### src/rtl/pd_rx_pkg.sv
package pd_rx_pkg;

   localparam int PD_HDR_W = 16;
   localparam int PD_ID_W  = 3;
   localparam logic [4:0] PD_ACK_MTYPE = 5'b00001;

   typedef struct packed {
      logic       ext;
      logic [2:0] obj_cnt;
      logic [2:0] msg_id;
      logic       prole;
      logic [1:0] rev;
      logic       drole;
      logic [4:0] mtype;
   } pd_hdr_t;

endpackage

### src/rtl/pd_rx_capture.sv
module pd_rx_capture #(
   parameter int SOP_W = 3,
   parameter int HDR_W = 16
) (
   input  logic             clk,
   input  logic             rst_n,
   input  logic             sof_valid,
   input  logic [SOP_W-1:0] sof_type,
   input  logic             hdr_valid,
   input  logic [HDR_W-1:0] hdr_data,
   input  logic             eom,
   output logic             rx_active,
   output logic [SOP_W-1:0] cur_type,
   output logic [HDR_W-1:0] cur_hdr,
   output logic             cur_have
);

   logic [SOP_W-1:0] type_q;
   logic [HDR_W-1:0] hdr_q;
   logic             have_q;
   logic             active_q;

   always_ff @(posedge clk or negedge rst_n) begin
      if (!rst_n) begin
         type_q   <= '0;
         hdr_q    <= '0;
         have_q   <= 1'b0;
         active_q <= 1'b0;
      end else begin
         if (sof_valid)
            type_q <= sof_type;
         if (hdr_valid)
            hdr_q <= hdr_data;
         if (sof_valid || eom)
            have_q <= 1'b0;
         else if (hdr_valid)
            have_q <= 1'b1;
         if (sof_valid)
            active_q <= 1'b1;
         else if (eom)
            active_q <= 1'b0;
      end
   end

   assign rx_active = active_q;
   assign cur_type  = type_q;
   assign cur_hdr   = hdr_valid ? hdr_data : hdr_q;
   assign cur_have  = hdr_valid | have_q;

endmodule

### src/rtl/pd_hdr_decode.sv
module pd_hdr_decode
   import pd_rx_pkg::*;
(
   input  logic [PD_HDR_W-1:0] hdr,
   output pd_hdr_t             fld,
   output logic                is_ack
);

   always_comb begin
      fld    = pd_hdr_t'(hdr);
      is_ack = (fld.ext == 1'b0) && (fld.obj_cnt == 3'd0) &&
               (fld.mtype == PD_ACK_MTYPE);
   end

endmodule

### src/rtl/pd_ack_builder.sv
module pd_ack_builder
   import pd_rx_pkg::*;
#(
   parameter int SOP_W = 3,
   parameter int PLAIN = 0
) (
   input  pd_hdr_t             rx_fld,
   input  logic [SOP_W-1:0]    rx_type,
   input  logic                cfg_power_role,
   input  logic                cfg_data_role,
   output logic [PD_HDR_W-1:0] ack_hdr
);

   localparam logic [SOP_W-1:0] PLAIN_CODE = SOP_W'(PLAIN);

   pd_hdr_t reply;
   logic    plain_sop;

   always_comb begin
      plain_sop     = (rx_type == PLAIN_CODE);
      reply         = '0;
      reply.ext     = 1'b0;
      reply.obj_cnt = 3'd0;
      reply.msg_id  = rx_fld.msg_id;
      reply.rev     = rx_fld.rev;
      reply.mtype   = PD_ACK_MTYPE;
      reply.prole   = plain_sop ? cfg_power_role : 1'b0;
      reply.drole   = plain_sop ? cfg_data_role  : 1'b0;
      ack_hdr       = PD_HDR_W'(reply);
   end

endmodule

### src/rtl/pd_rx_dispatch.sv
module pd_rx_dispatch
   import pd_rx_pkg::*;
#(
   parameter int SOP_W = 3
) (
   input  logic                clk,
   input  logic                rst_n,
   input  logic                eom,
   input  logic                eom_err,
   input  logic                have_hdr,
   input  logic                is_ack,
   input  logic                accept,
   input  logic                bist,
   input  logic [SOP_W-1:0]    rx_type,
   input  logic [PD_HDR_W-1:0] rx_hdr,
   input  logic [PD_HDR_W-1:0] reply_hdr,
   output logic                deliver_valid,
   output logic [SOP_W-1:0]    deliver_type,
   output logic [PD_HDR_W-1:0] deliver_hdr,
   output logic                ack_req,
   output logic [PD_HDR_W-1:0] ack_hdr,
   output logic [SOP_W-1:0]    ack_type,
   output logic                ack_seen,
   output logic [PD_ID_W-1:0]  ack_seen_id
);

   logic clean, take_ack, take_msg;

   always_comb begin
      clean    = eom && !eom_err && have_hdr;
      take_ack = clean && is_ack;
      take_msg = clean && !is_ack && accept;
   end

   always_ff @(posedge clk or negedge rst_n) begin
      if (!rst_n) begin
         deliver_valid <= 1'b0;
         deliver_type  <= '0;
         deliver_hdr   <= '0;
         ack_req       <= 1'b0;
         ack_hdr       <= '0;
         ack_type      <= '0;
         ack_seen      <= 1'b0;
         ack_seen_id   <= '0;
      end else begin
         ack_seen      <= take_ack;
         ack_req       <= take_msg;
         deliver_valid <= take_msg && !bist;
         if (take_ack)
            ack_seen_id <= rx_hdr[11:9];
         if (take_msg) begin
            ack_hdr      <= reply_hdr;
            ack_type     <= rx_type;
            deliver_type <= rx_type;
            deliver_hdr  <= rx_hdr;
         end
      end
   end

endmodule

### src/rtl/pd_rx_ack_filter.sv
module pd_rx_ack_filter
   import pd_rx_pkg::*;
#(
   parameter int SOP_W     = 3,
   parameter int PLAIN     = 0,
   parameter int LEN_W     = 4,
   parameter int ACK_BYTES = 2
) (
   input  logic                clk,
   input  logic                rst_n,
   input  logic                sof_valid,
   input  logic [SOP_W-1:0]    sof_type,
   input  logic                hdr_valid,
   input  logic [PD_HDR_W-1:0] hdr_data,
   input  logic                eom,
   input  logic                eom_err,
   input  logic                cfg_power_role,
   input  logic                cfg_data_role,
   input  logic                cfg_prime_en,
   input  logic                cfg_bist_mode,
   output logic                rx_active,
   output logic                deliver_valid,
   output logic [SOP_W-1:0]    deliver_type,
   output logic [PD_HDR_W-1:0] deliver_hdr,
   output logic                ack_req,
   output logic [PD_HDR_W-1:0] ack_hdr,
   output logic [SOP_W-1:0]    ack_type,
   output logic [LEN_W-1:0]    ack_len,
   output logic                ack_seen,
   output logic [PD_ID_W-1:0]  ack_seen_id
);

   localparam int NKIND = 1 << SOP_W;

   if (SOP_W < 3) begin : g_bad_sop_w
      $error("SOP_W must cover five ordered-set kinds");
   end
   if (PLAIN >= NKIND) begin : g_bad_plain
      $error("PLAIN code out of range");
   end
   if ((1 << LEN_W) <= ACK_BYTES) begin : g_bad_len
      $error("LEN_W too narrow for ACK_BYTES");
   end

   logic [SOP_W-1:0]    cur_type;
   logic [PD_HDR_W-1:0] cur_hdr;
   logic                cur_have;
   pd_hdr_t             fld;
   logic                is_ack;
   logic [PD_HDR_W-1:0] reply_hdr;
   logic [NKIND-1:0]    accept_mask;
   logic                accept;

   pd_rx_capture #(.SOP_W(SOP_W), .HDR_W(PD_HDR_W)) u_cap (
      .clk       (clk),
      .rst_n     (rst_n),
      .sof_valid (sof_valid),
      .sof_type  (sof_type),
      .hdr_valid (hdr_valid),
      .hdr_data  (hdr_data),
      .eom       (eom),
      .rx_active (rx_active),
      .cur_type  (cur_type),
      .cur_hdr   (cur_hdr),
      .cur_have  (cur_have)
   );

   pd_hdr_decode u_dec (
      .hdr    (cur_hdr),
      .fld    (fld),
      .is_ack (is_ack)
   );

   pd_ack_builder #(.SOP_W(SOP_W), .PLAIN(PLAIN)) u_bld (
      .rx_fld         (fld),
      .rx_type        (cur_type),
      .cfg_power_role (cfg_power_role),
      .cfg_data_role  (cfg_data_role),
      .ack_hdr        (reply_hdr)
   );

   for (genvar k = 0; k < NKIND; k++) begin : g_accept
      if (k == PLAIN) begin : g_plain
         assign accept_mask[k] = 1'b1;
      end else begin : g_other
         assign accept_mask[k] = cfg_prime_en;
      end
   end

   assign accept  = accept_mask[cur_type];
   assign ack_len = LEN_W'(ACK_BYTES);

   pd_rx_dispatch #(.SOP_W(SOP_W)) u_dsp (
      .clk           (clk),
      .rst_n         (rst_n),
      .eom           (eom),
      .eom_err       (eom_err),
      .have_hdr      (cur_have),
      .is_ack        (is_ack),
      .accept        (accept),
      .bist          (cfg_bist_mode),
      .rx_type       (cur_type),
      .rx_hdr        (cur_hdr),
      .reply_hdr     (reply_hdr),
      .deliver_valid (deliver_valid),
      .deliver_type  (deliver_type),
      .deliver_hdr   (deliver_hdr),
      .ack_req       (ack_req),
      .ack_hdr       (ack_hdr),
      .ack_type      (ack_type),
      .ack_seen      (ack_seen),
      .ack_seen_id   (ack_seen_id)
   );

endmodule

### config.mk
export PLATFORM = sky130hd
export DESIGN_NAME = pd_rx_ack_filter
export DESIGN_NICKNAME = d
export VERILOG_FILES = /design/src/rtl/pd_rx_pkg.sv /design/src/rtl/pd_rx_capture.sv /design/src/rtl/pd_hdr_decode.sv /design/src/rtl/pd_ack_builder.sv /design/src/rtl/pd_rx_dispatch.sv /design/src/rtl/pd_rx_ack_filter.sv
export SDC_FILE = /design/constraint.sdc
export NUM_CORES = 1
export LEC_CHECK = 0
export BUFFER_PORTS_ARGS = -buffer_cell sky130_fd_sc_hd__buf_4
export CAP_MARGIN = 20
export CORE_MARGIN = 3
export CORE_UTILIZATION = 45
export DETAILED_ROUTE_END_ITERATION = 7
export PLACE_DENSITY = 0.77
export SLEW_MARGIN = 20
export SYNTH_ARGS = -nofsm -noshare
export SYNTH_HDL_FRONTEND = slang
export SYNTH_SLANG_ARGS = --single-unit
### constraint.sdc
create_clock -name clk -period 2.26 [get_ports clk]
set_input_delay 0.113 -clock clk [delete_from_list [all_inputs] [get_ports clk]]
set_output_delay 0.113 -clock clk [all_outputs]
set_load 0.02 [all_outputs]
==> results of run 1 <==
==> worst max-delay path, stage by stage (launching register included) <==
cell and delay (ns):
sky130_fd_sc_hd__dfrtp_1 0.39, sky130_fd_sc_hd__or4b_4 0.55, sky130_fd_sc_hd__nor4_4 0.19, sky130_fd_sc_hd__o21ai_2 0.14
sky130_fd_sc_hd__and2_1 0.18, sky130_fd_sc_hd__buf_4 0.21, sky130_fd_sc_hd__mux2_4 0.31
==> cells in the mapped netlist, types with 2 or more instances <==
cell type                  instances
sky130_fd_sc_hd__mux2_2           24
sky130_fd_sc_hd__a22o_1            2
sky130_fd_sc_hd__nor2_1            5
sky130_fd_sc_hd__nor4_4            2
sky130_fd_sc_hd__a21boi_0          2
sky130_fd_sc_hd__buf_6             2
sky130_fd_sc_hd__conb_1            2
sky130_fd_sc_hd__buf_4            20
sky130_fd_sc_hd__mux2_4           15
sky130_fd_sc_hd__a31o_2            2
sky130_fd_sc_hd__dfrtp_1          49
sky130_fd_sc_hd__nor3_1            3
==> area by class of cell <==
type | count | area (um2)
Clock inverter | 1 | 30.0
Tap cell | 52 | 65.1
Timing Repair Buffer | 72 | 548
Inverter | 1 | 3.75
Clock buffer | 7 | 86.3
Sequential cell | 49 | 1230
Multi-Input combinational cell | 80 | 773
Fill cell | 372 | 1770
==> per-stage QoR <==
step                      std cells  worst slack (ns)  util, %
after floorplan                 155             0.234        -
after global placement          251             0.231     57.4
after detailed placement        251             0.188     57.4
after CTS                       262             0.172     60.7
after global routing            262            0.0807     60.7
final                           262             0.179     60.7
==> final timing paths <==
| check | start | endpoint | slack (ns) | cells after the start |
|---|---|---|---|---|
| hold / removal | sof_valid | u_cap.have_q | 0.01 | 2 |
| setup / recovery | u_cap.hdr_q[1] | u_dsp.deliver_type[2] | 0.18 | 6 |
| setup reg to reg | u_cap.hdr_q[1] | u_dsp.deliver_type[2] | 0.18 | 6 |
| min in group asynchronous | rst_n | u_cap.cur_type[1] | 0.35 | 2 |
| max in group asynchronous | rst_n | u_cap.hdr_q[5] | 1.48 | 2 |
| hold reg to reg | u_dsp.ack_hdr[0] | u_dsp.ack_hdr[0] | 0.49 | 1 |
==> layer usage <==
metal	global-route usage (%)	up-vias	part of all wire [%]
met2	23.3	54	49
met5	0	-	0
met4	5.24	0	0.52
met1	20.0	648	43
met3	5.01	2	7.3
li1	-	603	-
==> power groups by stage <==
| stage | logic, uW | clock network [uW] | registers, uW |
|---|---|---|---|
| finish | 754 | 630 | 1110 |
| global route | 803 | 683 | 1130 |
| CTS | 765 | 642 | 1110 |
| detailed placement | 759 | 0 | 1130 |
| global placement | 746 | 0 | 1130 |
| floorplan | 371 | 0 | 1240 |
==> registers in the layout, indices dropped and copies added (netlist names) <==
signal               cells
u_cap.cur_type           3
u_cap.have_q             1
u_cap.hdr_q             16
u_cap.rx_active          1
u_dsp.ack_hdr            3
u_dsp.ack_req            1
u_dsp.ack_seen           1
u_dsp.ack_seen_id        3
u_dsp.deliver_hdr       16
u_dsp.deliver_type       3
u_dsp.deliver_valid      1
==> kinds of logic (layout without fill, tap and decap cells) <==
logic type	count (synthesis)	after routing	share of synthesized area (%)
buf+inv	26	81	9.47
simple gates	18	18	6.64
mux	39	39	22.9
flops	49	49	56.6
compound gates	11	11	4.10
other cells	2	12	0.347
==> run_results.csv, run 1 <==
group,metric,value,unit
timing,fin_tns_setup,0,ns
yosys,synth_cell_type_count,29,
clock_network,clkSinkCount,49,
die,die_h,75.4,um
setup_path,required,2.44,ns
die,floorplan.initialDensity,48.1,%
route,antenna_left,0,
global_routing,gr-usage-all-layers,15.1,%
flow_run,drv.max_cap_violation_count,0,
power_and_ir_drop,vdd_ir_drop_max,0.481,mV
final_layout,final_design_area_no_fill,2730,um2
yosys,synth_area_leader_cell,"sky130_fd_sc_hd__dfrtp_1",
yosys,count_of_yosys_warnings_during_synthesis,0,
yosys,netlist_top_cells_area,"sky130_fd_sc_hd__dfrtp_1 (57%), sky130_fd_sc_hd__mux2_2 (12%), sky130_fd_sc_hd__mux2_4 (10%)",
die,floorplan.die_area,5680,um2
route,detail_route.wl_per_cell,15.3,um
timing,min_period_over_period,92.1,%
die,core_region_area,4500,um2
power_and_ir_drop,comb_power_share,30.2,%
clock_network,clk_root_buffer_cell,"sky130_fd_sc_hd__clkbuf_8",
placed_design,gp_routability_congestion,0.697,
route,drt_iter0_drc,47,
timing,rsz0062_at_grt,"no",
clock_network,worst_skew_pair.late_latency,0.30,ns
yosys,mappedNetlistArea,2170,um2
yosys,average_footprint_of_a_synthesized_cell,14.9,um2
global_routing,global_route_wire_length_before_repair,6280,um
yosys,asyncSetResetFlopFracSynth,100,%
route,dr_total_vias,1307,
clock_network,clkTransAtPathRegs,0.09,ns
yosys,syn_inst,145,
die,ioPinCount,78,
clock_network,clock_path_buffers,2,
final_layout,layout-area-overhead-vs-synth,26.1,%
setup_path,critical_path_peak_fanout,14,
global_routing,initial_antenna_violation_count,0,
yosys,synth_flop_cell,"sky130_fd_sc_hd__dfrtp_1",
final_layout,final_layout_size_suffix_gt1_share,58.6,%
timing,worst-slew-pin-transition,0.606,ns
route,drt_drc_violations_left,0,
final_layout,diode_insertion_count_for_antenna_repair,0,
min_path,min_path_type,"input pin to flip-flop",
die,dieWidth,75.4,um
global_routing,via_count_of_the_first_global_routing_pass,1279,
power_and_ir_drop,power,2500,uW
placed_design,post-dp-hpwl,3000,um
timing,timing.final.setup_violations,0,
yosys,synth_seq_area_share,56.6,%
yosys,synth_enable_flop_cells,0,
route,drtPass1Iterations,4,
setup_path,critical_path_arrival,2.27,ns
clock_network,ctsHoldBuffers,3,
run_status,run_status,"finished clean",
timing,final_period_minus_worst_setup_slack,2.08,ns
clock_network,post_cts.repair.setup_buffers,0,
global_routing,grt_remaining_overflow,0,
route,via_per_inst,4.99,
timing,fmaxAchievable,481,MHz
timing,setup_skew,0.0106,ns
power_and_ir_drop,p_switching,732,uW
final_layout,commonest_non_fill_non_tap_cell_in_the_layout,"sky130_fd_sc_hd__buf_4",
placed_design,placed_cell_area,2590,um2
yosys,ys_seq_elements,49,
power_and_ir_drop,clock_power_share,25.2,%
placed_design,buffer_ports.inserted,65,
final_layout,final_net_count,238,
timing,hold_viol_final,0,
route,wl,4010,um
timing,whs,0.0131,ns
clock_network,h-tree-depth,2,
yosys,netlist.area_leader.share,56.6,%
global_routing,grt_start_max_net_pins,50,
clock_network,cts_tree,"done",
power_and_ir_drop,cell_internal_pwr,1760,uW
clock_network,post_cts_resize_count,0,
power_and_ir_drop,power_per_cell_area,913,nW/um2
setup_path,crit_type,"flip-flop to flip-flop",
setup_path,timing.critical_path.to_type,"flip-flop",
power_and_ir_drop,leakagePower,0.00132,uW
timing,slew_viol_final,0,
clock_network,cts_made_buffers,5,
die,placement_rows,24,
power_and_ir_drop,power.switching_fraction,29.3,%
timing,timing.max_slew.rel_slack,59.6,%
final_layout,final_cell_mix,"sky130_fd_sc_hd__buf_4 (69), sky130_fd_sc_hd__dfrtp_1 (49), sky130_fd_sc_hd__mux2_2 (24)",
power_and_ir_drop,seq_power_share,44.6,%
setup_path,worstSetupStartpointType,"flip-flop",
Note: power is estimated with default switching activity, not from simulation.
==> run 2, diff against run 1 <==
- CORE_UTILIZATION: 45 -> 47
- PLACE_DENSITY: 0.77 -> 0.79
==> run 2 against run 1 <==
Against the previous run:
- largest cell class unchanged
- highest routed layer unchanged
- routed wire length decreased by 4.4%
- via count is 2.1% lower
- worst hold slack better by 0.012 ns
==> run_results.csv, run 2 (same netlist as run 1, synthesis figures left out) <==
group,metric,value,unit
route,detail_route.wl_per_cell,14.7,um
clock_network,worst_skew_pair.late_latency,0.29,ns
setup_path,critical_path_arrival,2.29,ns
min_path,min_to,"u_cap.have_q",
placed_design,buffer_ports.inserted,65,
clock_network,clkSinkCount,49,
clock_network,post_cts.repair.setup_buffers,0,
setup_path,list_of_cells_traversed_by_the_critical_path,"or4b_4 > nor4_4 > o21ai_2 > and2_1 > buf_4 > mux2_4",
global_routing,grt_remaining_overflow,0,
timing,min_period_over_period,93.5,%
route,wl,3830,um
route,antenna_left,0,
route,dr_total_vias,1280,
route,drt_iter0_drc,47,
global_routing,gr-usage-all-layers,14.6,%
placed_design,dpl.cell_count,251,
final_layout,registers_with_the_most_flip_flops,"u_cap.hdr_q (16), u_dsp.deliver_hdr (16)",
global_routing,global_route_wire_length_before_repair,5940,um
setup_path,worstSetupStartpointType,"flip-flop",
timing,hold_viol_final,0,
die,floorplan.initialDensity,49.1,%
route,drtPass1Iterations,4,
setup_path,timing.critical_path.to_type,"flip-flop",
setup_path,worst_path_largest_cell_delay,0.55,ns
placed_design,gp_routability_congestion,0.740,
clock_network,clk_root_buffer_cell,"sky130_fd_sc_hd__clkbuf_8",
final_layout,final_layout_size_suffix_gt1_share,58.4,%
route,via_per_inst,4.90,
global_routing,global_route.usage.met2,23.8,%
clock_network,clock_path_buffers,2,
timing,rsz0062_at_grt,"no",
route,drt_drc_violations_left,0,
global_routing,met3_usage,3.83,%
setup_path,crit_type,"flip-flop to flip-flop",
die,placement_rows,24,
run_status,run_status,"finished clean",
flow_run,drv.max_cap_violation_count,0,
die,ioPinCount,78,
timing,setup_skew,0.00528,ns
timing,fin_tns_setup,0,ns
setup_path,rrSetupSlack,0.15,ns
timing,timing.max_slew.rel_slack,60.3,%
timing,worst-slew-pin-transition,0.596,ns
clock_network,clkTransAtPathRegs,0.08,ns
setup_path,worstReg2RegStart,"u_cap.hdr_q[1]",
timing,final_period_minus_worst_setup_slack,2.11,ns
die,die_h,73.9,um
final_layout,final_net_count,238,
placed_design,post-dp-hpwl,2890,um
min_path,min_path_type,"input pin to flip-flop",
global_routing,initial_antenna_violation_count,0,
timing,fmaxAchievable,473,MHz
setup_path,worst_r2r_path_depth,6,
final_layout,final_cell_mix,"sky130_fd_sc_hd__buf_4 (69), sky130_fd_sc_hd__dfrtp_1 (49), sky130_fd_sc_hd__mux2_2 (24)",
die,floorplan.die_area,5460,um2
power_and_ir_drop,vdd_ir_drop_max,0.449,mV
min_path,hold_path_depth,2,
timing,timing.final.setup_violations,0,
die,dieWidth,73.9,um
global_routing,met1_global_route_usage,18.8,%
final_layout,fin_cells,261,
final_layout,commonest_non_fill_non_tap_cell_in_the_layout,"sky130_fd_sc_hd__buf_4",
power_and_ir_drop,leakagePower,0.00130,uW
setup_path,crit-reg2reg-capture,"u_dsp.deliver_hdr[14]",
setup_path,required,2.44,ns
die,core_region_area,4410,um2
global_routing,via_count_of_the_first_global_routing_pass,1234,
clock_network,post_cts_resize_count,0,
global_routing,grt_most_used_layer,"met2",
final_layout,layout-area-overhead-vs-synth,24.7,%
timing,slew_viol_final,0,
setup_path,critical_path_peak_fanout,17,
clock_network,cts_tree,"done",
clock_network,cts_made_buffers,5,
clock_network,h-tree-depth,2,
power_and_ir_drop,power_per_cell_area,875,nW/um2
min_path,worstHoldStart,"sof_valid",
setup_path,worst_path_max_delay_cell,"sky130_fd_sc_hd__or4b_4",
global_routing,grt_start_max_net_pins,50,
final_layout,diode_insertion_count_for_antenna_repair,0,
## run 2: changes by cell type in the layout (fill, tap and decap cells not counted), sizes merged
| cell | previous run | this run |
|---|---|---|
| bufinv | 1 | 0 |
## run 2: area by class of cell
| cell class | count | area (um2) |
|---|---|---|
| clock buffer | 7 | 86.3 |
| fill | 371 | 1710 |
| inverter | 1 | 3.75 |
| multi-input combinational | 80 | 773 |
| sequential | 49 | 1230 |
| tap | 52 | 65.1 |
| timing repair buffer | 72 | 548 |
## run 2: what timing repair did
item | 4_1_cts | 5_1_grt
hold buffers | 3 | 0
endpoints found under the setup margin | 0 | 0
endpoints found under the hold margin | 51 | 0
## run 2: how the worst max path moves through the flow
stage	start	endpoint	slack, ns	cells past startpoint
after floorplan	u_cap.hdr_q[1]	u_dsp.deliver_hdr[10]	0.23	7
after global placement	u_cap.hdr_q[1]	u_dsp.deliver_type[1]	0.21	6
after detailed placement	u_cap.hdr_q[1]	u_dsp.deliver_hdr[14]	0.14	6
after CTS	u_cap.hdr_q[1]	u_dsp.deliver_hdr[14]	0.12	6
after global routing	u_cap.hdr_q[1]	u_dsp.deliver_hdr[14]	0.05	6
final	u_cap.hdr_q[1]	u_dsp.deliver_hdr[14]	0.15	6
## run 2: critical path: cells and delay by family (launching register included)
family	cells	cell delay, ns
flops	1	0.39
mux	1	0.32
compound gates	1	0.14
simple gates	3	0.92
buf+inv	1	0.21
## run 2: through the flow
step                area, um2  utilization (%)  hold slack, ns  power, uW  setup slack, ns
floorplan                2200                -          -0.183       1610            0.234
global placement         2590             58.6           0.160       1870            0.211
detailed placement       2590             58.6           0.164       1890            0.138
CTS                      2700             61.2          0.0142       2390            0.118
global route             2700             61.2         0.00547       2490           0.0541
finish                   2700             61.2          0.0252       2370            0.147
## run 2: per-layer routing
layer / up-vias / share of wire (%)
met5: - / 0
met4: 0 / 1.0
met3: 5 / 7.1
met2: 51 / 48
met1: 625 / 44
li1: 599 / -
## run 2: power breakdown
part / leakage (uW) / switching, uW / total, uW / internal, uW
logic: 0.000663 / 366 / 751 / 385
clock network: 0.0000443 / 260 / 503 / 243
registers: 0.000594 / 93.4 / 1110 / 1020
total: 0.00130 / 719 / 2370 / 1650
